$ cat src/rtl/pll_retune_pkg.sv
package pll_retune_pkg;
  typedef enum logic [2:0] {
    S_IDLE,
    S_RST,
    S_PROG,
    S_SETTLE,
    S_LOCK
  } seq_state_t;

  localparam logic [1:0] MODE_SLOW   = 2'd0;
  localparam logic [1:0] MODE_NORMAL = 2'd1;
endpackage

$ cat src/rtl/pll_req_check.sv
module pll_req_check #(
  parameter int REF_KHZ     = 24000,
  parameter int NR_W        = 6,
  parameter int NF_W        = 13,
  parameter int NO_W        = 4,
  parameter int VCO_MIN_KHZ = 440000,
  parameter int VCO_MAX_KHZ = 2200000,
  parameter int OUT_MIN_KHZ = 27500,
  parameter int OUT_MAX_KHZ = 2200000
) (
  input  logic [NR_W:0] nr_i,
  input  logic [NF_W:0] nf_i,
  input  logic [NO_W:0] no_i,
  output logic          ok_o
);
  localparam int PW = 48;
  localparam logic [NR_W:0] NR_MAX = (NR_W+1)'(1 << NR_W);
  localparam logic [NF_W:0] NF_MAX = (NF_W+1)'(1 << NF_W);
  localparam logic [NO_W:0] NO_MAX = (NO_W+1)'(1 << NO_W);

  logic [PW-1:0] prod, nr_w, nrno_w;
  logic          fields_ok, no_ok, vco_ok, out_ok;

  always_comb begin
    prod   = PW'(REF_KHZ) * PW'(nf_i);
    nr_w   = PW'(nr_i);
    nrno_w = PW'(nr_i) * PW'(no_i);
    fields_ok = (nr_i != '0) && (nr_i <= NR_MAX) &&
                (nf_i != '0) && (nf_i <= NF_MAX) &&
                (no_i != '0) && (no_i <= NO_MAX);
    no_ok  = (no_i == (NO_W+1)'(1)) || !no_i[0];
    vco_ok = (prod >= PW'(VCO_MIN_KHZ) * nr_w) &&
             (prod <= PW'(VCO_MAX_KHZ) * nr_w);
    out_ok = (prod >= PW'(OUT_MIN_KHZ) * nrno_w) &&
             (prod <= PW'(OUT_MAX_KHZ) * nrno_w);
    ok_o   = fields_ok && no_ok && vco_ok && out_ok;
  end
endmodule

$ cat src/rtl/pll_seq_timer.sv
module pll_seq_timer #(
  parameter int CNT_W = 8
) (
  input  logic             clk,
  input  logic             rst_n,
  input  logic             load_i,
  input  logic [CNT_W-1:0] val_i,
  input  logic             dec_i,
  output logic             zero_o
);
  logic [CNT_W-1:0] cnt_q, cnt_d;
  logic             cnt_en;

  always_comb begin
    cnt_en = load_i || (dec_i && cnt_q != '0);
    cnt_d  = load_i ? val_i : cnt_q - CNT_W'(1);
  end

  always_ff @(posedge clk or negedge rst_n) begin
    if (!rst_n)      cnt_q <= '0;
    else if (cnt_en) cnt_q <= cnt_d;
  end

  assign zero_o = (cnt_q == '0);

  p_no_underflow_r9: assert property (@(posedge clk) disable iff (!rst_n)
    (dec_i && !load_i && cnt_q == '0) |=> (cnt_q == '0));
endmodule

$ cat src/rtl/pll_retune_seq.sv
module pll_retune_seq
  import pll_retune_pkg::*;
#(
  parameter int REF_KHZ       = 24000,
  parameter int CYCLES_PER_US = 2,
  parameter int SETTLE_US     = 10,
  parameter int LOCK_TIMEOUT  = 64,
  parameter int NR_W          = 6,
  parameter int NF_W          = 13,
  parameter int NO_W          = 4,
  parameter int BW_W          = 12
) (
  input  logic            clk,
  input  logic            rst_n,
  input  logic            start_i,
  input  logic [NR_W:0]   nr_i,
  input  logic [NF_W:0]   nf_i,
  input  logic [NO_W:0]   no_i,
  input  logic            lock_i,
  output logic [1:0]      mode_o,
  output logic            pll_rst_o,
  output logic [NR_W-1:0] nr_field_o,
  output logic [NF_W-1:0] nf_field_o,
  output logic [NO_W-1:0] no_field_o,
  output logic [BW_W-1:0] bw_field_o,
  output logic            done_o,
  output logic            err_o
);
  localparam int SETTLE_CYC = CYCLES_PER_US * SETTLE_US;
  localparam int CNT_MAX    = (SETTLE_CYC > LOCK_TIMEOUT) ? SETTLE_CYC : LOCK_TIMEOUT;
  localparam int CNT_W      = $clog2(CNT_MAX + 1);

  seq_state_t state_q, state_d;
  logic [NR_W:0] nr_q;
  logic [NF_W:0] nf_q;
  logic [NO_W:0] no_q;
  logic          req_ok, t_zero, t_load, t_dec;
  logic [CNT_W-1:0] t_val;
  logic          acc, rej, rst_set, rst_clr, prog, fin_ok, fin_to;

  pll_req_check #(.REF_KHZ(REF_KHZ), .NR_W(NR_W), .NF_W(NF_W), .NO_W(NO_W)) u_check (
    .nr_i(nr_i), .nf_i(nf_i), .no_i(no_i), .ok_o(req_ok)
  );

  pll_seq_timer #(.CNT_W(CNT_W)) u_timer (
    .clk(clk), .rst_n(rst_n), .load_i(t_load), .val_i(t_val),
    .dec_i(t_dec), .zero_o(t_zero)
  );

  always_comb begin
    state_d = state_q;
    acc = 1'b0; rej = 1'b0; rst_set = 1'b0; rst_clr = 1'b0; prog = 1'b0;
    fin_ok = 1'b0; fin_to = 1'b0;
    t_load = 1'b0; t_dec = 1'b0; t_val = '0;
    case (state_q)
      S_IDLE: begin
        if (start_i) begin
          if (req_ok) begin
            acc     = 1'b1;
            state_d = S_RST;
          end else begin
            rej = 1'b1;
          end
        end
      end
      S_RST: begin
        rst_set = 1'b1;
        state_d = S_PROG;
      end
      S_PROG: begin
        prog    = 1'b1;
        t_load  = 1'b1;
        t_val   = CNT_W'(SETTLE_CYC - 1);
        state_d = S_SETTLE;
      end
      S_SETTLE: begin
        if (t_zero) begin
          rst_clr = 1'b1;
          t_load  = 1'b1;
          t_val   = CNT_W'(LOCK_TIMEOUT - 1);
          state_d = S_LOCK;
        end else begin
          t_dec = 1'b1;
        end
      end
      S_LOCK: begin
        if (lock_i) begin
          fin_ok  = 1'b1;
          state_d = S_IDLE;
        end else if (t_zero) begin
          fin_to  = 1'b1;
          state_d = S_IDLE;
        end else begin
          t_dec = 1'b1;
        end
      end
      default: state_d = S_IDLE;
    endcase
  end

  always_ff @(posedge clk or negedge rst_n) begin
    if (!rst_n) begin
      state_q    <= S_IDLE;
      mode_o     <= MODE_SLOW;
      pll_rst_o  <= 1'b0;
      nr_q       <= '0;
      nf_q       <= '0;
      no_q       <= '0;
      nr_field_o <= '0;
      nf_field_o <= '0;
      no_field_o <= '0;
      bw_field_o <= '0;
      done_o     <= 1'b0;
      err_o      <= 1'b0;
    end else begin
      state_q <= state_d;
      done_o  <= fin_ok;
      if (acc) begin
        nr_q <= nr_i;
        nf_q <= nf_i;
        no_q <= no_i;
      end
      if (acc)         mode_o <= MODE_SLOW;
      else if (fin_ok) mode_o <= MODE_NORMAL;
      if (rst_set)      pll_rst_o <= 1'b1;
      else if (rst_clr) pll_rst_o <= 1'b0;
      if (prog) begin
        nr_field_o <= NR_W'(nr_q - 1'b1);
        nf_field_o <= NF_W'(nf_q - 1'b1);
        no_field_o <= NO_W'(no_q - 1'b1);
        bw_field_o <= BW_W'((nf_q >> 1) - 1'b1);
      end
      if (rej || fin_to) err_o <= 1'b1;
      else if (acc)      err_o <= 1'b0;
    end
  end

  p_rst_while_slow_r2: assert property (@(posedge clk) disable iff (!rst_n)
    pll_rst_o |-> (mode_o == MODE_SLOW));
  p_fields_under_rst_r3: assert property (@(posedge clk) disable iff (!rst_n)
    !$stable({nr_field_o, nf_field_o, no_field_o, bw_field_o}) |-> pll_rst_o);
  p_done_normal_r8: assert property (@(posedge clk) disable iff (!rst_n)
    done_o |-> (mode_o == MODE_NORMAL && !pll_rst_o));
  p_done_pulse_r11: assert property (@(posedge clk) disable iff (!rst_n)
    done_o |=> !done_o);
  p_err_no_done_r9: assert property (@(posedge clk) disable iff (!rst_n)
    err_o |-> !done_o);
  p_busy_ignore_r10: assert property (@(posedge clk) disable iff (!rst_n)
    (pll_rst_o && start_i) |=> !err_o);
endmodule

$ cat config.mk
export PLATFORM = sky130hd
export DESIGN_NAME = pll_retune_seq
export DESIGN_NICKNAME = d
export VERILOG_FILES = /design/src/rtl/pll_retune_pkg.sv /design/src/rtl/pll_req_check.sv /design/src/rtl/pll_seq_timer.sv /design/src/rtl/pll_retune_seq.sv
export SDC_FILE = /design/constraint.sdc
export NUM_CORES = 1
export LEC_CHECK = 0
export BUFFER_PORTS_ARGS = -buffer_cell sky130_fd_sc_hd__buf_2
export CAP_MARGIN = 40
export CORE_ASPECT_RATIO = 0.6
export CORE_MARGIN = 1
export CORE_UTILIZATION = 45
export CTS_CLUSTER_DIAMETER = 40
export DETAILED_ROUTE_END_ITERATION = 16
export GPL_TIMING_DRIVEN = 0
export HOLD_SLACK_MARGIN = 0.08
export PLACE_DENSITY_LB_ADDON = 0.25
export RECOVER_POWER = 50
export SYNTH_ARGS = -nofsm -noshare
export SYNTH_HDL_FRONTEND = slang
export SYNTH_SLANG_ARGS = --single-unit
$ cat constraint.sdc
create_clock -name clk -period 2.95 [get_ports clk]
set_input_delay 0.59 -clock clk [delete_from_list [all_inputs] [get_ports clk]]
set_output_delay 0.59 -clock clk [all_outputs]
set_load 0.005 [all_outputs]
==> results.sh <==
export IMPL_setup_viol=26
export IMPL_gp_routability_congestion=0.928
export IMPL_ys_types=75
export IMPL_max_stage_delay_ns=0.60
export IMPL_synthFlopType="dfrtp_1"
export IMPL_placed_area_um2=19400
export IMPL_core_um2=39300
export IMPL_die_area_um2=40900
export IMPL_synth_seq_area_share_pct=9.98
export IMPL_ys_warn_count=0
export IMPL_holdBufCountCts=0
export IMPL_clk_insertion_delay_late_ns=0.35
export IMPL_max_slew_margin_pct=-3.66
export IMPL_slowest_stage="fa_2"
export IMPL_grt_pass1_vias=14132
export IMPL_crit_buf_inv=8
export IMPL_htreeDepth=3
export IMPL_worst_hold_path_type="primary input to async pin"
export IMPL_hpwlAfterDp_um=41800
export IMPL_layout_drive_gt1_share_pct=11.2
export IMPL_pin_count=70
export IMPL_via_count=14177
export IMPL_cp_start_kind="primary input"
export IMPL_syn2layout_area_growth_pct=12.8
export IMPL_maxCapViolations=1
export IMPL_clock_root_buffer="clkbuf_16"
export IMPL_ys_seq_elements=72
export IMPL_synth_top_area_share_pct=29.4
export IMPL_worstPathMaxFanout=12
export IMPL_cts_buffers=9
export IMPL_grt_pass1_wl_um=76900
export IMPL_crit_top_cell="fa_1"
export IMPL_post_route_drc_count=4
export IMPL_fill_cells=3600
export IMPL_fmax_ghz=0.0968
export IMPL_drv_slew=61
export IMPL_grt_max_degree=61
export IMPL_synth_edff_count=0
export IMPL_post_route_period_util_pct=350
export IMPL_rows=56
export IMPL_synth_fp_nets=2618
export IMPL_initial_utilization_pct=45.9
export IMPL_synthTopCellsByArea="ha_1, fa_1, dfrtp_1"
export IMPL_wl_um=48700
export IMPL_path_delay_family="adder cells"
export IMPL_path_class="primary input to flop"
export IMPL_final_area_um2=20400
export IMPL_finalHoldViolCount=0
export IMPL_nets=2728
export IMPL_netlist_area_um2=18000
export IMPL_status="finished with violations"
export IMPL_dieHeight_um=157
export IMPL_end_kind="flop"
export IMPL_syn_avg_cell_area_um2=9.17
export IMPL_drt_iter0_markers=939
export IMPL_tightest_slew_ns=1.55
export IMPL_overflow=0
export IMPL_viasPerCell=5.44
export IMPL_arrival_ns=10.56
export IMPL_drt_pass1_iterations=11
export IMPL_numPortBuffers=63
export IMPL_critPathRequiredTime_ns=3.18
export IMPL_antenna_found_initial=1
export IMPL_failed_checks="design-rule violations, max-capacitance violations, max-slew violations, negative setup slack"
export IMPL_wl_per_cell_um=18.7
export IMPL_syn_inst=1968
export IMPL_drtAntennaViolNets=0
export IMPL_synth_top_area_cell="ha_1"
export IMPL_rsz0062_at_grt="true"
export IMPL_fin_worst_skew_ns=0.00637
export IMPL_num_antenna_cells=0
export IMPL_clkSlewWorstSetupHoldPaths_ns=0.06
export IMPL_period_minus_slack_ns=10.33
export IMPL_async_reset_ff_share_pct=100
export IMPL_cts_max_path_buffers=2
export IMPL_die_w_um=261
export IMPL_regToRegSetupSlack_ns=0.22
export IMPL_grt_usage_pct=24.4
export IMPL_fin_ws_ns=-7.38
export IMPL_cts_tree="done"
export IMPL_clkSinkCount=72
==> synthesized netlist by cell type (all sizes together), types with 27 or more instances <==
| cell type | number |
|---|---|
| a21o | 32 |
| a21oi | 93 |
| and2 | 27 |
| dfrtp | 72 |
| fa | 196 |
| ha | 424 |
| inv | 414 |
| nand2 | 123 |
| nand3 | 27 |
| nor2 | 59 |
| nor3 | 34 |
| o21ai | 86 |
| xnor2 | 71 |
| xor2 | 54 |
==> worst paths after layout <==
path,start,end,depth (start not counted)
worst max-delay path,nr_i[2],nf_q[7],43
worst min-delay path,rst_n,bw_field_o[9],1
worst max register to register,nf_q[4],nf_field_o[11],9
worst min register to register,nr_field_o[2],nr_field_o[2],2
max in group asynchronous,rst_n,u_timer.cnt_q[0],2
min in group clk,nr_field_o[2],nr_field_o[2],2
==> placed cells by master, fill, tap and decap left out, drive strengths merged, types with 59 or more instances in the layout <==
master  count
o21ai      86
nand2     123
a21oi      93
ha        424
fa        196
dfrtp      72
inv       416
buf        96
xnor2      71
nor2       59
==> kinds of logic after synthesis <==
logic type      after synthesis  synth area share [%]
compound gates              321                  11.7
xor+xnor                    125                  6.07
fa+ha+maj                   620                  51.1
buf+inv                     436                  9.17
flops                        72                  9.98
mux                          26                  1.84
other cells                   1                0.0208
simple gates                367                  10.1
==> timing repair <==
action                     4_1_cts  5_1_grt
resized for setup               61       17
setup endpoints to repair       26       26
setup buffers                   19        4
pin swaps                       23        6
==> per-layer routing <==
layer	global-route usage (%)	share of wire (%)	vias to the layer above	wire, um
li1	-	-	6771	-
met1	39.9	54	6993	26300
met2	33.0	38	396	18500
met3	5.38	7.7	17	3750
met4	1.45	0.35	0	172
met5	0	0	-	0
==> state kept, by name, indices dropped and copies added, names as in the netlist <==
signal and flops:
mode_o 1, done_o 1, nf_field_o 13, no_q 4, nr_field_o 6, state_q 3
u_timer.cnt_q 7, bw_field_o 12, no_field_o 4, pll_rst_o 1, nf_q 13, nr_q 6
err_o 1
==> through the flow <==
step | worst slack [ns] | TNS, ns | util, % | std cells | hold WS, ns
final | -7.38 | -189.67 | 51.8 | 2605 | 0.261
after global routing | -7.65 | -196.93 | 51.8 | 2605 | 0.308
after CTS | -7.32 | -187.90 | 51.6 | 2602 | 0.0878
after detailed placement | -9.00 | -230.78 | 49.4 | 2567 | 0.457
after global placement | -9.25 | -237.50 | 49.1 | 2553 | 0.465
after floorplan | -7.06 | -180.81 | - | 1968 | 0.294
==> layout make-up <==
cell class | instances | area [um^2] | share of cell area, %
plain buffers | 22 | 173 | 0.848
repair buffers | 99 | 702 | 3.45
flip-flops and latches | 72 | 1800 | 8.85
multi-input cells | 1460 | 15100 | 74.1
clock inverters | 6 | 138 | 0.676
well taps | 522 | 653 | 3.21
clock buffers | 10 | 239 | 1.17
inverters | 414 | 1560 | 7.66
Power is not shown: default switching activity piles up to over one toggle a cycle in this logic, so the estimate is an artifact.
